`config.mk`:
```
export PLATFORM = sky130hd
export DESIGN_NAME = irq_seq_top
export DESIGN_NICKNAME = d
export VERILOG_FILES = /design/src/rtl/irq_seq_pkg.sv /design/src/rtl/irq_edge_sync.sv /design/src/rtl/irq_pend_post.sv /design/src/rtl/irq_arbiter.sv /design/src/rtl/irq_nest_stack.sv /design/src/rtl/irq_seq_top.sv
export SDC_FILE = /design/constraint.sdc
export NUM_CORES = 1
export LEC_CHECK = 0
export BUFFER_PORTS_ARGS = -buffer_cell sky130_fd_sc_hd__buf_2
export CAP_MARGIN = 25
export CORE_MARGIN = 3
export CORE_UTILIZATION = 35
export CTS_CLUSTER_DIAMETER = 150
export CTS_CLUSTER_SIZE = 8
export DETAILED_ROUTE_END_ITERATION = 12
export PLACE_DENSITY = 0.63
export SLEW_MARGIN = 20
export SYNTH_ARGS = -nofsm -noshare
export SYNTH_HDL_FRONTEND = slang
export SYNTH_SLANG_ARGS = --single-unit
```
`constraint.sdc`:
```
create_clock -name clk -period 4.9 [get_ports clk]
set_input_delay 0.49 -clock clk [delete_from_list [all_inputs] [get_ports clk]]
set_output_delay 0.49 -clock clk [all_outputs]
set_load 0.1 [all_outputs]
```
`src/rtl/irq_seq_pkg.sv`:
```
package irq_seq_pkg;

  typedef enum logic [1:0] {
    CLR_IDLE = 2'd0,
    CLR_PEND = 2'd1,
    CLR_POST = 2'd2
  } clr_phase_e;

  function automatic logic [31:0] vec_addr(input int unsigned base,
                                           input int unsigned stride,
                                           input int unsigned num);
    return 32'(base + num * stride);
  endfunction

endpackage

```
`src/rtl/irq_edge_sync.sv`:
```
module irq_edge_sync #(
  parameter int NUM_IRQ = 8
) (
  input  logic               clk,
  input  logic               rst_n,
  input  logic [NUM_IRQ-1:0] line_i,
  output logic [NUM_IRQ-1:0] rise_o
);
  for (genvar g = 0; g < NUM_IRQ; g++) begin : g_line
    logic meta_q, sync_q, prev_q;
    always_ff @(posedge clk or negedge rst_n) begin
      if (!rst_n) begin
        meta_q <= 1'b0;
        sync_q <= 1'b0;
        prev_q <= 1'b0;
      end else begin
        meta_q <= line_i[g];
        sync_q <= meta_q;
        prev_q <= sync_q;
      end
    end
    assign rise_o[g] = sync_q & ~prev_q;
  end
endmodule

```
`src/rtl/irq_pend_post.sv`:
```
module irq_pend_post #(
  parameter int NUM_IRQ = 8
) (
  input  logic               clk,
  input  logic               rst_n,
  input  logic [NUM_IRQ-1:0] rise_i,
  input  logic [NUM_IRQ-1:0] clr_pend_i,
  input  logic [NUM_IRQ-1:0] clr_post_i,
  output logic [NUM_IRQ-1:0] pend_o,
  output logic [NUM_IRQ-1:0] post_o
);
  logic [NUM_IRQ-1:0] pend_q, pend_n, post_q, post_n;

  always_comb begin
    pend_n = (pend_q & ~clr_pend_i) | rise_i;
    post_n = (post_q | pend_q) & ~clr_post_i;
  end

  always_ff @(posedge clk or negedge rst_n) begin
    if (!rst_n) begin
      pend_q <= '0;
      post_q <= '0;
    end else begin
      pend_q <= pend_n;
      post_q <= post_n;
    end
  end

  assign pend_o = pend_q;
  assign post_o = post_q;
endmodule

```
`src/rtl/irq_arbiter.sv`:
```
module irq_arbiter #(
  parameter int NUM_IRQ = 8,
  parameter int IDX_W   = 4
) (
  input  logic [NUM_IRQ-1:0] post_i,
  input  logic [IDX_W-1:0]   limit_i,
  output logic               win_valid_o,
  output logic [IDX_W-1:0]   win_num_o
);
  always_comb begin
    win_valid_o = 1'b0;
    win_num_o   = '0;
    for (int i = NUM_IRQ - 1; i >= 0; i--) begin
      if (post_i[i] && (IDX_W'(i) < limit_i)) begin
        win_valid_o = 1'b1;
        win_num_o   = IDX_W'(i);
      end
    end
  end
endmodule

```
`src/rtl/irq_nest_stack.sv`:
```
module irq_nest_stack #(
  parameter int DEPTH = 4,
  parameter int IDX_W = 4
) (
  input  logic             clk,
  input  logic             rst_n,
  input  logic             push_i,
  input  logic [IDX_W-1:0] push_val_i,
  input  logic             pop_i,
  output logic [IDX_W-1:0] top_o,
  output logic             full_o
);
  localparam int CNT_W = $clog2(DEPTH + 1);

  logic [CNT_W-1:0] cnt_q, cnt_n;
  logic [IDX_W-1:0] slot_q [DEPTH];

  always_comb begin
    cnt_n = cnt_q;
    if (push_i && !pop_i && cnt_q != CNT_W'(DEPTH)) cnt_n = cnt_q + 1'b1;
    else if (pop_i && !push_i && cnt_q != '0) cnt_n = cnt_q - 1'b1;
  end

  always_ff @(posedge clk or negedge rst_n) begin
    if (!rst_n) cnt_q <= '0;
    else        cnt_q <= cnt_n;
  end

  for (genvar e = 0; e < DEPTH; e++) begin : g_slot
    logic wr_en;
    assign wr_en = push_i && !pop_i && (cnt_q == CNT_W'(e));
    always_ff @(posedge clk or negedge rst_n) begin
      if (!rst_n)     slot_q[e] <= '0;
      else if (wr_en) slot_q[e] <= push_val_i;
    end
  end

  always_comb begin
    top_o = '1;
    for (int e = 0; e < DEPTH; e++) begin
      if (cnt_q == CNT_W'(e + 1)) top_o = slot_q[e];
    end
  end

  assign full_o = (cnt_q == CNT_W'(DEPTH));
endmodule

```
`src/rtl/irq_seq_top.sv`:
```
module irq_seq_top #(
  parameter int          NUM_IRQ    = 8,
  parameter int          NEST_DEPTH = 4,
  parameter int          VEC_W      = 16,
  parameter int unsigned VEC_BASE   = 16,
  parameter int unsigned VEC_STRIDE = 4,
  parameter int          IDX_W      = $clog2(NUM_IRQ) + 1
) (
  input  logic               clk,
  input  logic               rst_n,
  input  logic [NUM_IRQ-1:0] irq_in,
  input  logic               ack_i,
  input  logic               done_i,
  output logic               req_o,
  output logic [IDX_W-1:0]   req_num_o,
  output logic [VEC_W-1:0]   vec_o,
  output logic [IDX_W-1:0]   active_num_o,
  output logic [NUM_IRQ-1:0] pend_o,
  output logic [NUM_IRQ-1:0] post_o
);
  import irq_seq_pkg::*;

  localparam logic [IDX_W-1:0] IDLE_NUM = '1;

  // reset: asserted at once, released through two flops
  logic [1:0] rst_pipe_q;
  logic       rst_int_n;
  always_ff @(posedge clk or negedge rst_n) begin
    if (!rst_n) rst_pipe_q <= '0;
    else        rst_pipe_q <= {rst_pipe_q[0], 1'b1};
  end
  assign rst_int_n = rst_pipe_q[1];

  logic [NUM_IRQ-1:0] rise, clr_pend, clr_post;
  logic               win_valid, stk_full;
  logic [IDX_W-1:0]   win_num, stk_top;

  logic               req_q, req_n;
  logic [IDX_W-1:0]   num_q, num_n, active_q, active_n, clr_num_q, clr_num_n;
  logic [VEC_W-1:0]   vec_q, vec_n;
  clr_phase_e         phase_q, phase_n;
  logic               accept, retire, may_req;

  irq_edge_sync #(.NUM_IRQ(NUM_IRQ)) u_sync (
    .clk(clk), .rst_n(rst_int_n), .line_i(irq_in), .rise_o(rise)
  );

  irq_pend_post #(.NUM_IRQ(NUM_IRQ)) u_flags (
    .clk(clk), .rst_n(rst_int_n), .rise_i(rise),
    .clr_pend_i(clr_pend), .clr_post_i(clr_post),
    .pend_o(pend_o), .post_o(post_o)
  );

  irq_arbiter #(.NUM_IRQ(NUM_IRQ), .IDX_W(IDX_W)) u_arb (
    .post_i(post_o), .limit_i(active_q),
    .win_valid_o(win_valid), .win_num_o(win_num)
  );

  irq_nest_stack #(.DEPTH(NEST_DEPTH), .IDX_W(IDX_W)) u_stack (
    .clk(clk), .rst_n(rst_int_n),
    .push_i(accept), .push_val_i(active_q), .pop_i(retire),
    .top_o(stk_top), .full_o(stk_full)
  );

  // clear masks for the served line, pending first then posted
  for (genvar g = 0; g < NUM_IRQ; g++) begin : g_clr
    assign clr_pend[g] = (phase_q == CLR_PEND) && (clr_num_q == IDX_W'(g));
    assign clr_post[g] = (phase_q == CLR_POST) && (clr_num_q == IDX_W'(g));
  end

  assign accept  = req_q & ack_i;
  assign retire  = done_i & ~accept & (active_q != IDLE_NUM);
  assign may_req = win_valid & ~req_q & ~ack_i & ~done_i & ~stk_full
                 & (phase_q == CLR_IDLE);

  always_comb begin
    req_n     = req_q;
    num_n     = num_q;
    active_n  = active_q;
    phase_n   = phase_q;
    clr_num_n = clr_num_q;

    if (accept) begin
      req_n     = 1'b0;
      active_n  = num_q;
      phase_n   = CLR_PEND;
      clr_num_n = num_q;
    end else begin
      if (may_req) begin
        req_n = 1'b1;
        num_n = win_num;
      end
      if (retire) active_n = stk_top;
      case (phase_q)
        CLR_PEND: phase_n = CLR_POST;
        CLR_POST: phase_n = CLR_IDLE;
        default:  phase_n = CLR_IDLE;
      endcase
    end

    if (req_n)                    vec_n = VEC_W'(vec_addr(VEC_BASE, VEC_STRIDE, 32'(num_n)));
    else if (active_n != IDLE_NUM) vec_n = VEC_W'(vec_addr(VEC_BASE, VEC_STRIDE, 32'(active_n)));
    else                          vec_n = '0;
  end

  always_ff @(posedge clk or negedge rst_int_n) begin
    if (!rst_int_n) begin
      req_q     <= 1'b0;
      num_q     <= '0;
      active_q  <= IDLE_NUM;
      phase_q   <= CLR_IDLE;
      clr_num_q <= '0;
      vec_q     <= '0;
    end else begin
      req_q     <= req_n;
      num_q     <= num_n;
      active_q  <= active_n;
      phase_q   <= phase_n;
      clr_num_q <= clr_num_n;
      vec_q     <= vec_n;
    end
  end

  assign req_o        = req_q;
  assign req_num_o    = num_q;
  assign active_num_o = active_q;
  assign vec_o        = vec_q;
endmodule

```
After elaboration in Yosys (flattened, before gate mapping)
Cells that the tools add are included.
- bitwise operators: 35
- magnitude comparators: 8
- multiplexer cells: 32
- reduce and logical (&&, ||, !) cells: 39
- $add $sub $neg: 4
- equality and inequality tests: 16
- operators by type and width (kind ; number):
    logical AND 1 bit ; 32
    two-way mux 4 bit ; 8
    two-way mux 3 bit ; 10
    AND 1 bit ; 16
    AND 8 bit ; 2
    == test 4 x 3 -> 1 bit (second input constant) ; 4
    less-than comparator 3 x 4 -> 1 bit (first input constant) ; 4
    NOT 8 bit ; 2
    bitwise OR 8 bit ; 2
    adder 5 x 6 -> 7 bit (first input constant) ; 2
    two-way mux 7 bit ; 2
    NOT 1 bit ; 13
    two-way mux 1 bit ; 10
    == test 4 x 2 -> 1 bit (second input constant) ; 2
    less-than comparator 1 x 4 -> 1 bit (first input constant) ; 2
    less-than comparator 2 x 4 -> 1 bit (first input constant) ; 2
    inequality test 4 bit (second input constant) ; 2
    == test 3 x 2 -> 1 bit (second input constant) ; 2
    == test 4 x 1 -> 1 bit (second input constant) ; 1
    logical NOT 4 bit ; 1
    two-way mux 2 bit ; 2
    adder 3 x 1 -> 3 bit (second input constant) ; 1
    == test 3 x 1 -> 1 bit (second input constant) ; 1
    == test 3 bit (second input constant) ; 1
    9 further kinds ; 10
- logic and storage cells: 172
- bits in registers: 92

Logic depth before layout (Yosys ltp)
- word-level depth: 19
- gate-level depth with buffers: 12

Modules after synthesis
A second synthesis with hierarchy kept.
- cells, all modules: 334
- area total of the unflattened synthesis: 3721.1 um^2
- modules (own cells, without submodules) (module ; cells an instance ; area each (um^2) ; times used):
    irq_seq_top ; 123 ; 1158.6 ; 1
    irq_nest_stack ; 96 ; 1103.6 ; 1
    irq_edge_sync ; 32 ; 710.7 ; 1
    irq_pend_post ; 48 ; 550.5 ; 1
    irq_arbiter ; 35 ; 197.7 ; 1

Worst setup path after synthesis
Ideal clock, no wire load.
- kind: register to register
- from: reg req_q (netlist: req_o)
- to: reg vec_q[4] (netlist: vec_o[4])
- setup time: 0.132 ns
- arrival time: 2.501 ns
- cell stages (with the launch flop): 11
- data required time: 4.768 ns
- path slack: 2.267 ns
- cells stage by stage: dfrtp_1 nand2_1 inv_1 buf_2 nand2_1 o21a_1 nor2_1 ha_1 inv_1 o32ai_1 mux2i_1
- RTL lines (what ; RTL line ; source):
    start: declaration ; irq_seq_top.sv:38 ; logic req_q, req_n;
    start signal: assignment ; irq_seq_top.sv:115 ; req_q <= req_n;
    AND 1 bit * ; irq_seq_top.sv:71 ; assign accept = req_q & ack_i;
    net accept ; irq_seq_top.sv:42 ; logic accept, retire, may_req;
    NOT 1 bit ; irq_seq_top.sv:72 ; assign retire = done_i & ~accept & (active_q != IDLE_NUM);
    AND 1 bit (2 in a row) ; irq_seq_top.sv:72 ;
    two-way mux 4 bit ; irq_seq_top.sv:93 ; if (retire) active_n = stk_top;
    two-way mux 4 bit * ; irq_seq_top.sv:83 ; if (accept) begin
    net active_n[2] ; irq_seq_top.sv:39 ; logic [IDX_W-1:0] num_q, num_n, active_q, active_n, clr_num_q, clr_num_n;
    adder 5 x 6 -> 7 bit or inequality test 4 bit (tied branches) ; irq_seq_pkg.sv:12, irq_seq_top.sv:102 ;
    two-way mux 7 bit * ; irq_seq_top.sv:102 ; else if (active_n != IDLE_NUM) vec_n = VEC_W'(vec_addr(VEC_BASE, VEC_STRIDE, 32'(active_n)));
    two-way mux 7 bit * ; irq_seq_top.sv:101 ; if (req_n) vec_n = VEC_W'(vec_addr(VEC_BASE, VEC_STRIDE, 32'(num_n)));
    net vec_n[4] ; irq_seq_top.sv:40 ; logic [VEC_W-1:0] vec_q, vec_n;
    end signal: assignment ; irq_seq_top.sv:120 ; vec_q <= vec_n;
    end: declaration ; irq_seq_top.sv:40 ;
The timed path passes the listed nets; every way through them passes the cells marked *.
A chain may end at the register's enable or synchronous reset.

Final worst setup path
- from: reg u_stack.cnt_q[2]
- to: reg vec_q[2] (netlist: vec_o[2])
- longest elaborated chain between the ends: 10
- RTL lines (what ; RTL line ; source):
    start: declaration ; irq_nest_stack.sv:15 ; logic [CNT_W-1:0] cnt_q, cnt_n;
    start signal: assignment ; irq_nest_stack.sv:26 ; else cnt_q <= cnt_n;
    == test 3 x 1 -> 1 bit ; irq_nest_stack.sv:41 ; if (cnt_q == CNT_W'(e + 1)) top_o = slot_q[e];
    two-way mux 4 bit (3 in a row) ; irq_nest_stack.sv:41 ;
    two-way mux 4 bit * ; irq_nest_stack.sv:41 ;
    two-way mux 4 bit * ; irq_seq_top.sv:93 ;
    two-way mux 4 bit * ; irq_seq_top.sv:83 ;
    net active_n[3] ; irq_seq_top.sv:39 ;
    inequality test 4 bit * ; irq_seq_top.sv:102 ;
    two-way mux 7 bit * ; irq_seq_top.sv:102 ;
    two-way mux 7 bit * ; irq_seq_top.sv:101 ;
    net vec_n[2] ; irq_seq_top.sv:40 ;
Marks and branches as above.

==> results.txt <==
Comb pwr share -> 45.1%
Initial DRC Count -> 126
Hold Path Class -> primary input to flip-flop
Main synth FF type -> dfrtp_1
Post-synth EDFFs -> 0
Net Sw Power -> 1.34 mW
Net count, final -> 386
Vias in the first global route -> 2452
Pwr/cell area -> 671 nW/um2
Antenna-violating nets left -> 0
Seq/Total Area, Yosys -> 56.2%
CTS tree -> yes
Critical Path Start Type -> flip-flop
Clock root cell -> clkbuf_8
Max Transition Viols Final -> 0
Final GP Congestion -> 0.827
Area grow syn2layout -> 12.6%
Final setup violation count -> 0
Worst hold start -> irq_in[0]
Max FO, Critical Path -> 13
N_diodes -> 0
Yosys Warn Count -> 0
Mapped Area -> 3610 um2
Hold depth -> 1
Vias/cell -> 5.02
Crit Path Class -> flip-flop to flip-flop
Worst reg2reg startpoint -> u_stack.cnt_q[2]$_DFFE_PN0P_
Reg2Reg Depth -> 9
Internal power -> 1.39 mW
First-pass GRT wire length -> 12.3 mm
WP data arrival -> 2.99 ns
Final hold slack -> 0.241 ns
IO Port Bufs -> 41
Netlist cell types -> 53
H-Tree Depth -> 3
Outcome -> completed
Fmax -> 0.360 GHz
Final Skew -> 0.00706 ns
Commonest non-fill, non-tap cells in the layout -> 76 x dfrtp_1, 41 x buf_2, 29 x nand2_1, 26 x nor2_1, 25 x o21ai_0
CTS resizes -> 0
Relative slew slack -> 43.1%
Clock sinks -> 81
Total grt overflow -> 0
Worst-margin pin slew -> 0.842 ns
Final worst-path cycle share -> 56.8%
Layout cells sized above 1 -> 24.0%
Final Hold Vio Count -> 0
Clk Latency, worst-skew pair -> 0.35 ns
Worst Setup SP -> u_stack.cnt_q[2]$_DFFE_PN0P_
Minimum clock period after layout -> 2.78 ns
Asr flop ratio synth -> 100%
HPWL after detailed placement -> 5.45 mm
Largest net degree at the start of global routing -> 80
TNS Setup -> 0 ns
Sequential share of power -> 39.1%
Die Width -> 108 um
DRT Pass-1 Iters -> 4
CTS clk-pin slew, worst paths -> 0.08 ns
Initial Utilization -> 36.5%
Most common cell after layout, fill and taps aside -> dfrtp_1
TritonCTS Buffers -> 9
Clock share of power -> 15.8%
# IOs -> 53
Synth Instances -> 327
Drt total wl -> 7.63 mm
Total power -> 2.73 mW
Leakage -> 1.79 nW
CP endpoint kind -> flip-flop
Core Region -> 9910 um2
GR Util All Layers -> 13.8%
Clock tree buffer depth -> 2
Vert. Die Dim -> 108 um
DRC -> 0
Synth Register Bits -> 81
Die area -> 11600 um2
Vias -> 2531
Max-cap viol count -> 0
Max VDD drop -> 0.295 mV
Drt wl/cell -> 15.1 um
Synth Area per Inst -> 11.1 um2
WP data required -> 5.11 ns
RSZ-0062 raised after global routing -> false
Row Count -> 36
Sw frac -> 49.0%
Antenna violations before repair -> 0
## kinds of logic after synthesis
kind of cell / Yosys count / synth area share [%]
adders and majority gates: 8 / 2.77
xor gates and xnor gates: 2 / 0.485
AOI/OAI and AO/OA: 78 / 14.4
and+or+nand+nor: 89 / 12.8
buffers and inverters: 47 / 6.72
muxes: 20 / 6.37
other: 2 / 0.208
DFF: 81 / 56.2
## timing repair
item,4_1_cts,5_1_grt
hold buffers,1,0
buffers inserted,0,0
hold endpoints to repair,2,0
setup endpoints to repair,0,0
## power by group through the flow
stage                     clock network, mW  registers (mW)  logic [mW]
after detailed placement                  0            1.09        1.23
final                                 0.430            1.07        1.23
after floorplan                           0            1.43       0.646
after global placement                    0            1.08        1.21
after global routing                  0.475            1.10        1.32
after CTS                             0.449            1.08        1.23
## critical path, stage by stage (launching register included)
cell and delay, ns:
dfrtp_1 0.61, inv_1 0.17, ha_1 0.36, o311ai_0 0.39, a21oi_1 0.13, o31ai_1 0.32, ha_1 0.24, inv_1 0.06
o21ai_0 0.25, o211ai_1 0.12
## metrics by stage
step                      cells  cell area (um2)  utilization [%]  setup WS [ns]
after global placement      486             3870             39.0           2.24
after global routing        504             4070             41.1           1.83
after floorplan             337             3650                -           2.27
final                       504             4070             41.1           2.12
after CTS                   503             4050             40.9           2.14
after detailed placement    486             3870             39.0           2.15
## state kept, by name (all words and copies together) (netlist names)
name	count
vec_o	5
u_flags.post_o	8
u_stack.cnt_q	3
clr_num_q	4
req_num_o	4
u_stack.slot_q	16
rst_pipe_q	2
phase_q	2
active_num_o	4
u_sync.g_line.prev_q	8
u_sync.g_line.meta_q	8
req_o	1
u_flags.pend_o	8
u_sync.g_line.sync_q	8
## area by class of cell
class                      count  area (um2)
timing repair buffer          43         235
sequential                    81        2040
clock buffer                  12         145
multi-input combinational    209        1380
tap                          133         166
clock inverter                 4        28.8
inverter                      22        82.6
fill                         961        5840
## synthesized netlist by cell type, types with 4 or more instances
| cell type | instances | area (um2) |
|---|---|---|
| a31oi_1 | 4 | 25.0 |
| dfrtp_1 | 77 | 1930 |
| o22ai_1 | 4 | 25.0 |
| nor2_1 | 26 | 97.6 |
| dfstp_2 | 4 | 105 |
| buf_4 | 13 | 97.6 |
| o21ai_0 | 25 | 125 |
| nand3_1 | 5 | 25.0 |
| ha_1 | 8 | 100 |
| a21oi_1 | 19 | 95.1 |
| inv_1 | 22 | 82.6 |
| mux2_2 | 16 | 180 |
| nand2_1 | 29 | 109 |
| nor2b_1 | 7 | 43.8 |
| clkbuf_1 | 9 | 33.8 |
| o31ai_1 | 5 | 37.5 |
## metal layers
| metal | vias up | global-route usage [%] | share of wire [%] |
|---|---|---|---|
| met5 | - | 0 | 0 |
| met4 | 0 | 5.59 | 1.7 |
| met3 | 13 | 4.14 | 4.9 |
| met2 | 65 | 22.2 | 50 |
| met1 | 1260 | 17.3 | 44 |
| li1 | 1193 | - | - |
## path summary, 6_finish.rpt
check	to	slack, ns
worst max-delay path	vec_o[2]$_DFF_PN0_	2.12
worst min-delay path	u_sync.g_line[0].meta_q$_DFF_PN0_	0.24
worst max register to register	vec_o[2]$_DFF_PN0_	2.12
worst min register to register	phase_q[1]$_DFF_PN0_	0.31
max in group asynchronous	active_num_o[3]$_DFF_PN1_	3.92
min in group asynchronous	phase_q[1]$_DFF_PN0_	0.31
Power figures use the tool's default switching activity.
